[config.mk]
export PLATFORM = sky130hd
export DESIGN_NAME = bl_pwm_top
export DESIGN_NICKNAME = d
export VERILOG_FILES = /design/src/rtl/bl_pwm_pkg.sv /design/src/rtl/bl_pwm_regs.sv /design/src/rtl/bl_pwm_commit.sv /design/src/rtl/bl_pwm_core.sv /design/src/rtl/bl_pwm_top.sv
export SDC_FILE = /design/constraint.sdc
export NUM_CORES = 1
export LEC_CHECK = 0
export ABC_AREA = 1
export BUFFER_PORTS_ARGS = -buffer_cell sky130_fd_sc_hd__buf_2
export CAP_MARGIN = 20
export CORE_MARGIN = 2
export CORE_UTILIZATION = 40
export DETAILED_ROUTE_END_ITERATION = 10
export SLEW_MARGIN = 0
export SYNTH_ARGS = -nofsm -noshare
export SYNTH_HDL_FRONTEND = slang
export SYNTH_SLANG_ARGS = --single-unit
[constraint.sdc]
create_clock -name clk -period 2.1 [get_ports clk]
set_clock_uncertainty 0.1 [all_clocks]
set_input_delay 0.105 -clock clk [delete_from_list [all_inputs] [get_ports clk]]
set_output_delay 0.105 -clock clk [all_outputs]
set_load 0.02 [all_outputs]
[src/rtl/bl_pwm_pkg.sv]
// Shared constants for the backlight PWM: word addresses of the register
// port and the bit positions of the packed fields. Assumes 32-bit data.
package bl_pwm_pkg;
    localparam int DATA_W     = 32;
    localparam int ADR_ENABLE = 0;
    localparam int ADR_COMMIT = 2;
    localparam int ADR_CTRL0  = 4;
    localparam int ADR_CTRL1  = 5;
    localparam int DIV_LSB    = 16;
    localparam int PER_LSB    = 0;
    localparam int WID_LSB    = 16;
endpackage

[src/rtl/bl_pwm_regs.sv]
// Register file of the backlight PWM. It holds the enable, the commit flag and
// the staged divide/period/width fields, and it decodes a commit as a write
// of 0 to a flag that reads 1. It assumes one access per cycle and
// full-word writes.
module bl_pwm_regs
    import bl_pwm_pkg::*;
#(
    parameter int ADDR_W = 4,
    parameter int DIV_W  = 10,
    parameter int PER_W  = 12,
    parameter int WID_W  = 13
) (
    input  logic              clk,
    input  logic              rst_n,
    input  logic              wr,
    input  logic              rd,
    input  logic [ADDR_W-1:0] addr,
    input  logic [DATA_W-1:0] wdata,
    output logic [DATA_W-1:0] rdata,
    output logic              en,
    output logic              arm,
    output logic [DIV_W-1:0]  stg_div,
    output logic [PER_W-1:0]  stg_per,
    output logic [WID_W-1:0]  stg_wid
);
    logic cm_q;

    // Capture register writes; everything clears on reset.
    always_ff @(posedge clk) begin
        if (!rst_n) begin
            en      <= 1'b0;
            cm_q    <= 1'b0;
            stg_div <= '0;
            stg_per <= '0;
            stg_wid <= '0;
        end else if (wr) begin
            if (addr == ADDR_W'(ADR_ENABLE)) en <= wdata[0];
            if (addr == ADDR_W'(ADR_COMMIT)) cm_q <= wdata[0];
            if (addr == ADDR_W'(ADR_CTRL0))  stg_div <= wdata[DIV_LSB +: DIV_W];
            if (addr == ADDR_W'(ADR_CTRL1)) begin
                stg_per <= wdata[PER_LSB +: PER_W];
                stg_wid <= wdata[WID_LSB +: WID_W];
            end
        end
    end

    // A commit completes when a set flag is written back to zero.
    always_comb arm = wr && (addr == ADDR_W'(ADR_COMMIT)) && cm_q && !wdata[0];

    // Read mux returning staged values, zero elsewhere and when idle.
    always_comb begin
        rdata = '0;
        if (rd) begin
            if (addr == ADDR_W'(ADR_ENABLE)) rdata[0] = en;
            if (addr == ADDR_W'(ADR_COMMIT)) rdata[0] = cm_q;
            if (addr == ADDR_W'(ADR_CTRL0))  rdata[DIV_LSB +: DIV_W] = stg_div;
            if (addr == ADDR_W'(ADR_CTRL1)) begin
                rdata[PER_LSB +: PER_W] = stg_per;
                rdata[WID_LSB +: WID_W] = stg_wid;
            end
        end
    end
endmodule

[src/rtl/bl_pwm_commit.sv]
// Commit path of the backlight PWM. A commit snapshots the staged fields into
// a pending set. The pending set moves into the running set at a period
// boundary, or on the next clock when the block is disabled. It assumes
// that the boundary input lasts for one cycle only.
module bl_pwm_commit #(
    parameter int DIV_W = 10,
    parameter int PER_W = 12,
    parameter int WID_W = 13
) (
    input  logic             clk,
    input  logic             rst_n,
    input  logic             arm,
    input  logic             en,
    input  logic             boundary,
    input  logic [DIV_W-1:0] stg_div,
    input  logic [PER_W-1:0] stg_per,
    input  logic [WID_W-1:0] stg_wid,
    output logic             pend,
    output logic [DIV_W-1:0] live_div,
    output logic [PER_W-1:0] live_per,
    output logic [WID_W-1:0] live_wid
);
    logic [DIV_W-1:0] snp_div;
    logic [PER_W-1:0] snp_per;
    logic [WID_W-1:0] snp_wid;
    logic             xfer;

    // Transfer when pending and the running period may be replaced.
    always_comb xfer = pend && (!en || boundary);

    // Snapshot on commit, then move into the running set on transfer.
    always_ff @(posedge clk) begin
        if (!rst_n) begin
            pend     <= 1'b0;
            snp_div  <= '0;
            snp_per  <= '0;
            snp_wid  <= '0;
            live_div <= '0;
            live_per <= '0;
            live_wid <= '0;
        end else begin
            if (xfer) begin
                live_div <= snp_div;
                live_per <= snp_per;
                live_wid <= snp_wid;
                pend     <= 1'b0;
            end
            if (arm) begin
                snp_div <= stg_div;
                snp_per <= stg_per;
                snp_wid <= stg_wid;
                pend    <= 1'b1;
            end
        end
    end
endmodule

[src/rtl/bl_pwm_core.sv]
// Waveform engine of the backlight PWM. It has a prescaler, a period counter
// and a width compare. It assumes that the running settings change only at a
// boundary or while disabled, which keeps both counters within range.
module bl_pwm_core #(
    parameter int DIV_W = 10,
    parameter int PER_W = 12,
    parameter int WID_W = 13
) (
    input  logic             clk,
    input  logic             rst_n,
    input  logic             en,
    input  logic [DIV_W-1:0] live_div,
    input  logic [PER_W-1:0] live_per,
    input  logic [WID_W-1:0] live_wid,
    output logic             boundary,
    output logic             pwm_out
);
    localparam int CMP_W = (WID_W > PER_W) ? WID_W : PER_W;

    logic [DIV_W-1:0] pre_q;
    logic [PER_W-1:0] cnt_q;
    logic             tick;

    // Last prescaler step and last period step.
    always_comb begin
        tick     = (pre_q == live_div);
        boundary = en && tick && (cnt_q == live_per);
    end

    // Advance prescaler and period counter; hold at zero while disabled.
    always_ff @(posedge clk) begin
        if (!rst_n || !en) begin
            pre_q <= '0;
            cnt_q <= '0;
        end else if (tick) begin
            pre_q <= '0;
            cnt_q <= (cnt_q == live_per) ? '0 : cnt_q + 1'b1;
        end else begin
            pre_q <= pre_q + 1'b1;
        end
    end

    // Output high while the period count is below the width.
    always_comb pwm_out = en && (CMP_W'(cnt_q) < CMP_W'(live_wid));
endmodule

[src/rtl/bl_pwm_top.sv]
// Top of the backlight PWM. It connects the register file, the commit path
// and the waveform engine. It assumes a register port that is synchronous
// to clk.
module bl_pwm_top #(
    parameter int ADDR_W = 4,
    parameter int DIV_W  = 10,
    parameter int PER_W  = 12,
    parameter int WID_W  = 13
) (
    input  logic              clk,
    input  logic              rst_n,
    input  logic              reg_wr,
    input  logic              reg_rd,
    input  logic [ADDR_W-1:0] reg_addr,
    input  logic [31:0]       reg_wdata,
    output logic [31:0]       reg_rdata,
    output logic              pwm_out
);
    logic             en_q;
    logic             arm;
    logic             pend;
    logic             boundary;
    logic [DIV_W-1:0] stg_div, live_div;
    logic [PER_W-1:0] stg_per, live_per;
    logic [WID_W-1:0] stg_wid, live_wid;

    bl_pwm_regs #(.ADDR_W(ADDR_W), .DIV_W(DIV_W), .PER_W(PER_W), .WID_W(WID_W)) u_regs (
        .clk(clk), .rst_n(rst_n), .wr(reg_wr), .rd(reg_rd), .addr(reg_addr),
        .wdata(reg_wdata), .rdata(reg_rdata), .en(en_q), .arm(arm),
        .stg_div(stg_div), .stg_per(stg_per), .stg_wid(stg_wid)
    );

    bl_pwm_commit #(.DIV_W(DIV_W), .PER_W(PER_W), .WID_W(WID_W)) u_commit (
        .clk(clk), .rst_n(rst_n), .arm(arm), .en(en_q), .boundary(boundary),
        .stg_div(stg_div), .stg_per(stg_per), .stg_wid(stg_wid), .pend(pend),
        .live_div(live_div), .live_per(live_per), .live_wid(live_wid)
    );

    bl_pwm_core #(.DIV_W(DIV_W), .PER_W(PER_W), .WID_W(WID_W)) u_core (
        .clk(clk), .rst_n(rst_n), .en(en_q), .live_div(live_div),
        .live_per(live_per), .live_wid(live_wid), .boundary(boundary),
        .pwm_out(pwm_out)
    );
endmodule

==> results_dict.tcl, run 1 <==
set metrics [dict create \
    critical_path.endpoint_type "output pin" \
    design.die.area_sq_um 16000 \
    ys_warnings 0 \
    drcViolationCount 0 \
    design.core.area_sq_um 14600 \
    htree_levels 4 \
    clk_transition_reported_paths_ns 0.05 \
    dpl_worst_slack_ns 0.195 \
    detailroute.via_count 5379 \
    place.detailed.hpwl_um 9190 \
    dominant_combinational_cell_family_by_area_after_synthesis "simple AND/OR/NAND/NOR gates" \
    fin_crit_ns 2.15 \
    grt_antenna_before_repair 0 \
    worst_ep_arrival_time_ns 1.95 \
    remaining_global_route_overflow 0 \
    antenna_cells 0 \
    clock_sinks 130 \
    port_buffers 58 \
    crit_path_cell_trace "ha_4 > a21o_1 > a22oi_2 > o21ai_1 > nor3_2 > buf_6" \
    cp_slowest_stage_delay_ns 0.41 \
    drt-wirelength-per-cell_um 12.4 \
    yosys.area_share.xor_xnor_pct 3.79 \
    floorplan.initialDensity_pct 41.2 \
    worst_slew_margin_rel_pct 52.1 \
    numCtsBuffers 17 \
    nets 968 \
    post_synthesis_compound_gate_area_fraction_pct 16.1 \
    drtAntennaViolNets 0 \
    final_setup_violation_count 1 \
    ys_seq_elements 130 \
    worst_slack_ns -0.0524 \
    finalHoldViolations 0 \
    area_growth_syn_to_layout_pct 27.6 \
    post_synth_num_cell_types 35 \
    io-pin-count 73 \
    static-leakage-power_nw 2.97 \
    vias_in_the_first_global_route 4926 \
    number_of_enable_flip_flop_cells_after_synthesis 0 \
    postSynth.topFlopCell "sky130_fd_sc_hd__dfxtp_1" \
    max_clock_freq_mhz 465 \
    finalCritPeriodShare_pct 102 \
    buffer_depth_of_the_longest_clock_path 2 \
    critPathLaunchType "register" \
    path_buf_inv 1 \
    clk_latency_worst_skew_pair_ns 0.42 \
    outcome "complete, but fails checks" \
    drt_wl_total_um 13700 \
    worstSetupPathType "reg -> out" \
    muxShareOfSynthArea_pct 0 \
    power.density_cell_area_nw_per_um2 766 \
    placer_congestion 0.878 \
    grt_pass1_wl_um 23000 \
    critical_path.top_delay_family "flip-flops" \
    worst_ep_required_time_ns 1.89 \
    drt-initial-drc-count 294 \
    synth.avg_cell_area_sq_um 7.26 \
    tightestPinTransition_ns 0.717 \
    violations_in_the_final_reports "setup timing" \
    die-width_um 127 \
    hold_path.class "in -> reg" \
    seq_area_frac_synth_pct 43.3 \
    row_count 44 \
    postSynthCellCount 827 \
    largest_net_degree_at_the_start_of_global_routing 72 \
    tritoncts_clock_tree "done" \
    async_flop_share_pct 0 \
    global_route.usage.total_pct 17.4 \
    post-route-util_pct 52.5 \
    synthSimpleGateAreaFrac_pct 23.4 \
    dr.pass1.iters 5 \
    critical_path.max_fanout 4 \
    yosys.area_share.adder_pct 2.71 \
    viasPerCell 4.84 \
    cts_root_buf "sky130_fd_sc_hd__clkbuf_16" \
    irDropWorstVdd_v 0.000559 \
    final_layout_size_suffix_gt1_share_pct 18.1 \
    sum_of_internal_switching_and_leakage_power_mw 5.87 \
    max_cap_viol_count 0 \
    grt_setup_unrepaired "yes" \
    crit_slowest_cell "sky130_fd_sc_hd__dfxtp_2" \
    synth.cell_area_sq_um 6000 \
    floorplan.die.height_um 127 \
    timing_max_transition_violations_final 0 \
]
[per-layer routing]
| layer | vias to the layer above | track usage (%) | share of wire, % |
|---|---|---|---|
| li1 | 2874 | - | - |
| met1 | 2388 | 24.1 | 51 |
| met3 | 12 | 3.80 | 3.9 |
| met4 | 0 | 6.53 | 1.3 |
| met5 | - | 0 | 0 |
| met2 | 105 | 26.5 | 44 |
[power breakdown]
group / switching [mW] / total, mW / internal (mW)
combinational: 0.128 / 0.224 / 0.0956
clock: 1.11 / 3.16 / 2.05
sequential: 0.00942 / 2.48 / 2.47
total: 1.25 / 5.87 / 4.62
[final cells by class]
type	count	area [sq um]
Inverter	89	334
Clock buffer	20	457
Fill cell	1379	6930
Timing Repair Buffer	119	900
Sequential cell	130	2630
Multi-Input combinational cell	558	2930
Clock inverter	12	181
Tap cell	184	230
[layout by cell type, fill, tap and decap left out, drive strengths merged, types with 6 or more instances in the layout]
cell	instances
xnor2	10
nand2	138
nand4	8
nor2	69
xor2	16
dfxtp	130
a21oi	132
ha	13
o21ai	54
inv	87
clkbuf	20
conb	7
buf	89
nor3	20
nand3	75
dlygate4sd3	30
clkinv	6
[timing repair]
item / 4_1_cts / 5_1_grt
endpoints found under the setup margin: 1 / 14
pin swaps: 7 / 4
resized for setup: 31 / 18
buffers inserted: 4 / 0
hold endpoints to repair: 37 / 0
hold buffers: 30 / 0
[synth_stat cells (2+ instances only)]
cell type                  instances  area share (%)
sky130_fd_sc_hd__buf_6             7             1.3
sky130_fd_sc_hd__buf_1             3            0.19
sky130_fd_sc_hd__buf_4             7            0.88
sky130_fd_sc_hd__nand3b_1          2            0.25
sky130_fd_sc_hd__clkinv_1          2            0.13
sky130_fd_sc_hd__nor3_1           20             1.7
sky130_fd_sc_hd__dfxtp_1         130              43
sky130_fd_sc_hd__ha_1             13             2.7
sky130_fd_sc_hd__nand3_1          75             6.3
sky130_fd_sc_hd__nor2_1           68             4.3
sky130_fd_sc_hd__nor3b_1           2            0.25
sky130_fd_sc_hd__clkbuf_1         31             1.9
sky130_fd_sc_hd__inv_1            84             5.3
sky130_fd_sc_hd__nand2_1         136             8.5
sky130_fd_sc_hd__o21ai_0          54             4.5
sky130_fd_sc_hd__a21oi_1         132              11
sky130_fd_sc_hd__xnor2_1          10             1.5
sky130_fd_sc_hd__inv_2             3            0.19
sky130_fd_sc_hd__nor4_1            3            0.31
sky130_fd_sc_hd__xor2_1           16             2.3
sky130_fd_sc_hd__nand4_1           8            0.83
sky130_fd_sc_hd__buf_2             8            0.67
[flip-flops by register name, indices dropped and copies added, names as in the netlist]
name and cells:
u_commit.live_div 10, u_commit.live_per 12, u_commit.live_wid 13, u_commit.pend 1, u_commit.snp_div 10, u_commit.snp_per 12, u_commit.snp_wid 13, u_core.cnt_q 12
u_core.pre_q 10, u_regs.cm_q 1, u_regs.en 1, u_regs.stg_div 10, u_regs.stg_per 12, u_regs.stg_wid 13
[path summary, 6_finish.rpt]
check / start / depth (start not counted) / to / slack [ns]
max: u_core.cnt_q[10]$_SDFFE_PP0N_ / 6 / pwm_out / -0.05
min: rst_n / 4 / u_core.cnt_q[4]$_SDFFE_PP0N_ / 0.11
max reg2reg: u_core.cnt_q[3]$_SDFFE_PP0N_ / 14 / u_commit.live_div[1]$_SDFFE_PN0P_ / 0.16
min reg2reg: u_commit.snp_per[11]$_SDFFE_PN0P_ / 2 / u_commit.snp_per[11]$_SDFFE_PN0P_ / 0.36
[through the flow]
stage               std cells  hold slack (ns)  cell area, sq um  TNS [ns]
finish                   1112            0.106              7660   -0.0524
global route             1112            0.126              7660    -0.106
CTS                      1113           0.0846              7610   -0.0166
detailed placement       1050            0.292              6550         0
global placement         1050            0.286              6550         0
floorplan                 833            0.170              6030         0
[worst reg2reg max path, cell delays in order (launching register included)]
cell	delay (ns)
sky130_fd_sc_hd__dfxtp_4	0.36
sky130_fd_sc_hd__buf_4	0.15
sky130_fd_sc_hd__inv_1	0.07
sky130_fd_sc_hd__nand2_1	0.05
sky130_fd_sc_hd__nand2_1	0.05
sky130_fd_sc_hd__nand2_1	0.05
sky130_fd_sc_hd__nor2_1	0.11
sky130_fd_sc_hd__nand2_1	0.06
sky130_fd_sc_hd__nor2_1	0.21
sky130_fd_sc_hd__nand2_4	0.11
sky130_fd_sc_hd__nand2_8	0.15
sky130_fd_sc_hd__buf_12	0.17
sky130_fd_sc_hd__nand3_1	0.09
sky130_fd_sc_hd__nand2_1	0.07
sky130_fd_sc_hd__nor2_1	0.04
[logic make-up (layout without fill, tap and decap cells)]
| logic type | count (synthesis) | in the layout |
|---|---|---|
| adders and majority gates | 13 | 13 |
| xor gates and xnor gates | 26 | 26 |
| AOI/OAI and AO/OA | 191 | 191 |
| other | 1 | 7 |
| buffers and inverters | 145 | 240 |
| DFF | 130 | 130 |
| and+or+nand+nor | 321 | 321 |
Power figures use the tool's default switching activity.
==> run 2: changes to the inputs <==
--- a/config.mk
+++ b/config.mk
@@ -9,7 +9,7 @@
 export BUFFER_PORTS_ARGS = -buffer_cell sky130_fd_sc_hd__buf_2
 export CAP_MARGIN = 20
 export CORE_MARGIN = 2
-export CORE_UTILIZATION = 40
+export CORE_UTILIZATION = 25
 export DETAILED_ROUTE_END_ITERATION = 10
 export SLEW_MARGIN = 0
 export SYNTH_ARGS = -nofsm -noshare
==> results_dict.tcl, run 2 (synthesis gave the netlist of run 1 again) <==
set metrics [dict create \
    design.core.area_sq_um 23500 \
    vias_in_the_first_global_route 4949 \
    commonest_cells_after_routing_fill_and_taps_aside "sky130_fd_sc_hd__nand2_1 (134), sky130_fd_sc_hd__a21oi_1 (129), sky130_fd_sc_hd__dfxtp_1 (115)" \
    post-route-util_pct 33.1 \
    static-leakage-power_nw 2.97 \
    most_common_library_cell_in_the_layout_ignoring_fill_and_taps "sky130_fd_sc_hd__nand2_1" \
    buffer_depth_of_the_longest_clock_path 2 \
    critical_path.max_fanout 2 \
    rrSetupSlack_ns 0.15 \
    io-pin-count 73 \
    tritoncts_clock_tree "done" \
    floorplan.initialDensity_pct 25.5 \
    rr_startpoint "u_core.cnt_q[0]$_SDFFE_PP0N_" \
    placer_congestion 0.849 \
    tightestPinTransition_ns 0.744 \
    clk_latency_worst_skew_pair_ns 0.42 \
    drt_wl_total_um 14100 \
    critical_path.endpoint_type "output pin" \
    violations_in_the_final_reports "setup timing" \
    grt_setup_unrepaired "yes" \
    critical_path.top_delay_family "simple AND/OR/NAND/NOR gates" \
    worst_r2r_path_depth 7 \
    hold_path.class "in -> reg" \
    max_clock_freq_mhz 460 \
    irDropWorstVdd_v 0.000442 \
    regToRegEndpoint "u_core.cnt_q[11]$_SDFFE_PP0N_" \
    power.density_cell_area_nw_per_um2 726 \
    drt-wirelength-per-cell_um 11.4 \
    detailroute.via_count 5425 \
    worst_ep_arrival_time_ns 1.97 \
    crit_path_cell_trace "inv_1 > ha_4 > nand4_1 > a21oi_2 > nor2_2 > nor4_4 > nor3_4 > buf_6" \
    clk_transition_reported_paths_ns 0.05 \
    global_route.usage.total_pct 11.1 \
    place.detailed.hpwl_um 9350 \
    sum_of_internal_switching_and_leakage_power_mw 5.66 \
    hold_end "u_regs.cm_q$_SDFFE_PN0N_" \
    largest_net_degree_at_the_start_of_global_routing 81 \
    max_cap_viol_count 0 \
    drcViolationCount 0 \
    crit_slowest_cell "sky130_fd_sc_hd__dfxtp_1" \
    finalHoldViolations 0 \
    path_buf_inv 2 \
    worst_ep_required_time_ns 1.89 \
    outcome "complete, but fails checks" \
    die-width_um 159 \
    worstSetupPathType "reg -> out" \
    viasPerCell 4.36 \
    fin_crit_ns 2.17 \
    drtAntennaViolNets 0 \
    final_setup_violation_count 1 \
    min_from "reg_addr[0]" \
    antenna_cells 0 \
    grt_pass1_wl_um 23500 \
    numCtsBuffers 17 \
    htree_levels 4 \
    row_count 56 \
    worst_slack_ns -0.0721 \
    dr.pass1.iters 5 \
    cp_slowest_stage_delay_ns 0.33 \
    critPathLaunchType "register" \
    area_growth_syn_to_layout_pct 29.8 \
    final_layout_size_suffix_gt1_share_pct 17.1 \
    finalCritPeriodShare_pct 103 \
    port_buffers 58 \
    worst_slew_margin_rel_pct 50.3 \
    whs_path_depth 5 \
    floorplan.die.height_um 159 \
    remaining_global_route_overflow 0 \
    largestRegisters "u_commit.live_wid: 13 flops, u_commit.snp_wid: 13 flops, u_regs.stg_wid: 13 flops" \
    drt-initial-drc-count 290 \
    timing_max_transition_violations_final 0 \
    clock_sinks 130 \
    cts_root_buf "sky130_fd_sc_hd__clkbuf_16" \
    grt_antenna_before_repair 0 \
    nets 967 \
    design.die.area_sq_um 25300 \
]
run 2: cell count changes in the layout (fill, tap and decap cells not counted), sizes merged:
cell | before | now
buf | 89 | 87
bufinv | 4 | 3
clkbuf | 20 | 19
clkinvlp | 4 | 3
dlygate4sd3 | 30 | 31
run 2: power breakdown:
part           internal (mW)  leakage (nW)  switching (mW)
Combinational         0.0953          1.63           0.131
Sequential              2.48          1.06         0.00777
Clock                   1.90         0.283            1.04
run 2: what timing repair did:
| action | in CTS | in global routing |
|---|---|---|
| endpoints found under the setup margin | 1 | 1 |
| hold buffers | 31 | 0 |
| pin swaps | 3 | 9 |
| resized for setup | 13 | 29 |
| endpoints found under the hold margin | 42 | 0 |
| buffers inserted | 0 | 4 |
run 2: per-stage QoR:
stage / instance area, sq um / worst slack (ns) / hold WS [ns] / cells / TNS (ns)
floorplan: 6030 / 0.403 / 0.170 / 833 / 0
global placement: 6700 / 0.223 / 0.287 / 1181 / 0
detailed placement: 6700 / 0.229 / 0.286 / 1181 / 0
CTS: 7640 / -0.0776 / 0.0683 / 1241 / -0.0776
global route: 7790 / -0.139 / 0.121 / 1243 / -0.139
finish: 7790 / -0.0721 / 0.0881 / 1243 / -0.0721
run 2: worst max-delay path by stage:
stage | from | end | slack (ns) | cells past startpoint
detailed placement | u_core.cnt_q[4]$_SDFFE_PP0N_ | u_commit.live_wid[3]$_SDFFE_PN0P_ | 0.23 | 11
global route | u_commit.live_wid[3]$_SDFFE_PN0P_ | pwm_out | -0.14 | 8
floorplan | u_commit.live_wid[10]$_SDFFE_PN0P_ | pwm_out | 0.40 | 6
global placement | u_core.cnt_q[4]$_SDFFE_PP0N_ | u_commit.live_per[5]$_SDFFE_PN0P_ | 0.22 | 11
finish | u_commit.live_wid[2]$_SDFFE_PN0P_ | pwm_out | -0.07 | 8
CTS | u_commit.live_wid[11]$_SDFFE_PN0P_ | pwm_out | -0.08 | 9
run 2: worst min-delay path, delay by kind of cell:
family,cells,cell delay (ns)
AOI/OAI and AO/OA,1,0.15
buffers and inverters,1,0.10
and+or+nand+nor,3,0.19
run 2: layer usage:
layer	routed length (um)	share of wire (%)	vias to the layer above	global-route usage [%]
met5	0	0	-	0
met4	221	1.6	0	3.51
met3	520	3.7	19	2.60
met1	6860	49	2438	14.3
met2	6510	46	103	18.4
li1	-	-	2865	-
run 2: area by class of cell:
cell class,instances,area [sq um]
clock buffer,19,453
clock inverter,10,136
multi-input combinational,558,2950
fill,2517,15700
inverter,89,334
sequential,130,2630
tap,319,399
timing repair buffer,118,900
==> run 3: changes to the inputs <==
--- a/config.mk
+++ b/config.mk
@@ -8,6 +8,7 @@
 export ABC_AREA = 1
 export BUFFER_PORTS_ARGS = -buffer_cell sky130_fd_sc_hd__buf_2
 export CAP_MARGIN = 20
+export CORE_ASPECT_RATIO = 1.75
 export CORE_MARGIN = 2
 export CORE_UTILIZATION = 25
 export DETAILED_ROUTE_END_ITERATION = 10
==> results_dict.tcl, run 3 (synthesis gave the netlist of run 1 again) <==
set metrics [dict create \
    clock_sinks 130 \
    area_growth_syn_to_layout_pct 31.3 \
    regToRegEndpoint "u_commit.live_wid[11]$_SDFFE_PN0P_" \
    clk_transition_reported_paths_ns 0.06 \
    final_layout_size_suffix_gt1_share_pct 18.3 \
    nets 978 \
    commonest_cells_after_routing_fill_and_taps_aside "sky130_fd_sc_hd__nand2_1 (134), sky130_fd_sc_hd__a21oi_1 (130), sky130_fd_sc_hd__dfxtp_1 (115)" \
    largest_net_degree_at_the_start_of_global_routing 56 \
    tritoncts_clock_tree "done" \
    design.core.area_sq_um 23800 \
    area.sequential_sq_um 2630 \
    final_area_sq_um 7880 \
    antenna_cells 0 \
    die-width_um 121 \
    drtAntennaViolNets 0 \
    post-route-util_pct 33.1 \
    htree_levels 4 \
    floorplan.die.height_um 209 \
    finalHoldWorstSlack_ns 0.143 \
    clk_latency_worst_skew_pair_ns 0.42 \
    stdcell_count 1246 \
    place.detailed.hpwl_um 10700 \
    power.density_cell_area_nw_per_um2 739 \
    rr_startpoint "u_core.cnt_q[2]$_SDFFE_PP0N_" \
    dr.pass1.iters 4 \
    dpl_worst_slack_ns -0.0451 \
    violations_in_the_final_reports "setup timing" \
    outcome "complete, but fails checks" \
    global_route.usage.total_pct 12.2 \
    cts_root_buf "sky130_fd_sc_hd__clkbuf_16" \
    multi_input_comb_area_sq_um 2920 \
    worst_r2r_path_depth 15 \
    static-leakage-power_nw 3.02 \
    use_met2_pct 23.1 \
    vias_in_the_first_global_route 5311 \
    viasPerCell 4.42 \
    tightestPinTransition_ns 0.822 \
    drt-wirelength-per-cell_um 12.0 \
    drcViolationCount 0 \
    row_count 75 \
    critical_path.endpoint_type "output pin" \
    min_from "reg_addr[1]" \
    rrSetupSlack_ns 0.20 \
    fin_crit_ns 2.12 \
    globalRouteMet3Util_pct 2.35 \
    whs_path_depth 6 \
    hold_end "u_regs.cm_q$_SDFFE_PN0N_" \
    grt_pass1_wl_um 24900 \
    drt_wl_total_um 15000 \
    worstSetupPathType "reg -> out" \
    buffer_depth_of_the_longest_clock_path 2 \
    irDropWorstVdd_v 0.000827 \
    largestRegisters "u_commit.live_wid: 13 flops, u_commit.snp_wid: 13 flops, u_regs.stg_wid: 13 flops" \
    io-pin-count 73 \
    final_setup_violation_count 1 \
    finalCritPeriodShare_pct 101 \
    grt_setup_unrepaired "yes" \
    top_usage_layer "met2" \
    worst_ep_arrival_time_ns 1.91 \
    max_cap_viol_count 0 \
    drt-initial-drc-count 318 \
    grtUsageMet1_pct 12.5 \
    timing_max_transition_violations_final 0 \
    critical_path.max_fanout 3 \
    place.detailed.instances 1180 \
    worst_slew_margin_rel_pct 45.1 \
    critPathLaunchType "register" \
    most_common_library_cell_in_the_layout_ignoring_fill_and_taps "sky130_fd_sc_hd__nand2_1" \
    finalHoldViolations 0 \
    worst_ep_required_time_ns 1.89 \
    grt_antenna_before_repair 0 \
    port_buffers 58 \
    design.die.area_sq_um 25300 \
    worst_slack_ns -0.0191 \
    placer_congestion 0.879 \
    placement.cell_area_sq_um 6760 \
    detailroute.via_count 5505 \
    max_clock_freq_mhz 472 \
    remaining_global_route_overflow 0 \
    numCtsBuffers 17 \
    hold_path.class "in -> reg" \
    nFillCells 2543 \
    floorplan.initialDensity_pct 25.2 \
]
[run 3: area by class of cell]
type	count	share of cell area, %
clock buffer	18	5.57
clock inverter	14	2.38
inverter	89	4.29
multi-input combinational	558	37.0
sequential	130	33.4
tap	308	4.89
timing repair buffer	129	12.5
[run 3: per-layer routing]
metal | vias to the layer above | part of all wire [%]
met5 | - | 0
met4 | 0 | 3.2
met3 | 29 | 2.3
met2 | 87 | 55
met1 | 2503 | 40
li1 | 2886 | -
[run 3: per-stage QoR]
step	TNS (ns)	power, mW
3_3_place_gp	0	2.72
4_1_cts	-0.116	5.89
3_5_place_dp	-0.0451	2.73
2_1_floorplan	0	2.66
5_1_grt	-0.160	6.02
6_report	-0.0191	5.82
[run 3: power breakdown]
group / internal [mW] / switching (mW)
clock network: 2.01 / 1.10
registers: 2.47 / 0.00740
logic: 0.0973 / 0.135
[run 3: critical path, cell delays in order, from the launching register on]
cell and delay, ns:
sky130_fd_sc_hd__dfxtp_2 0.33, sky130_fd_sc_hd__inv_2 0.04, sky130_fd_sc_hd__ha_4 0.26, sky130_fd_sc_hd__nand4_1 0.09
sky130_fd_sc_hd__a21oi_1 0.12, sky130_fd_sc_hd__nor2_1 0.06, sky130_fd_sc_hd__nor4_2 0.32, sky130_fd_sc_hd__nor3_2 0.10
sky130_fd_sc_hd__buf_4 0.17
[run 3: worst max path at each step]
stage	end	startpoint
6_report	pwm_out	u_commit.live_wid[4]$_SDFFE_PN0P_
5_1_grt	pwm_out	u_commit.live_wid[4]$_SDFFE_PN0P_
4_1_cts	pwm_out	u_core.cnt_q[10]$_SDFFE_PP0N_
3_5_place_dp	pwm_out	u_commit.live_wid[10]$_SDFFE_PN0P_
3_3_place_gp	pwm_out	u_commit.live_wid[10]$_SDFFE_PN0P_
2_1_floorplan	pwm_out	u_commit.live_wid[10]$_SDFFE_PN0P_
[run 3: timing repair]
action,CTS,global route
buffers inserted,0,5
endpoints found under the setup margin,1,8
gates resized for setup,15,27
gates cloned,0,0
pin swaps,5,7
hold endpoints to repair,38,0
hold buffers,32,0
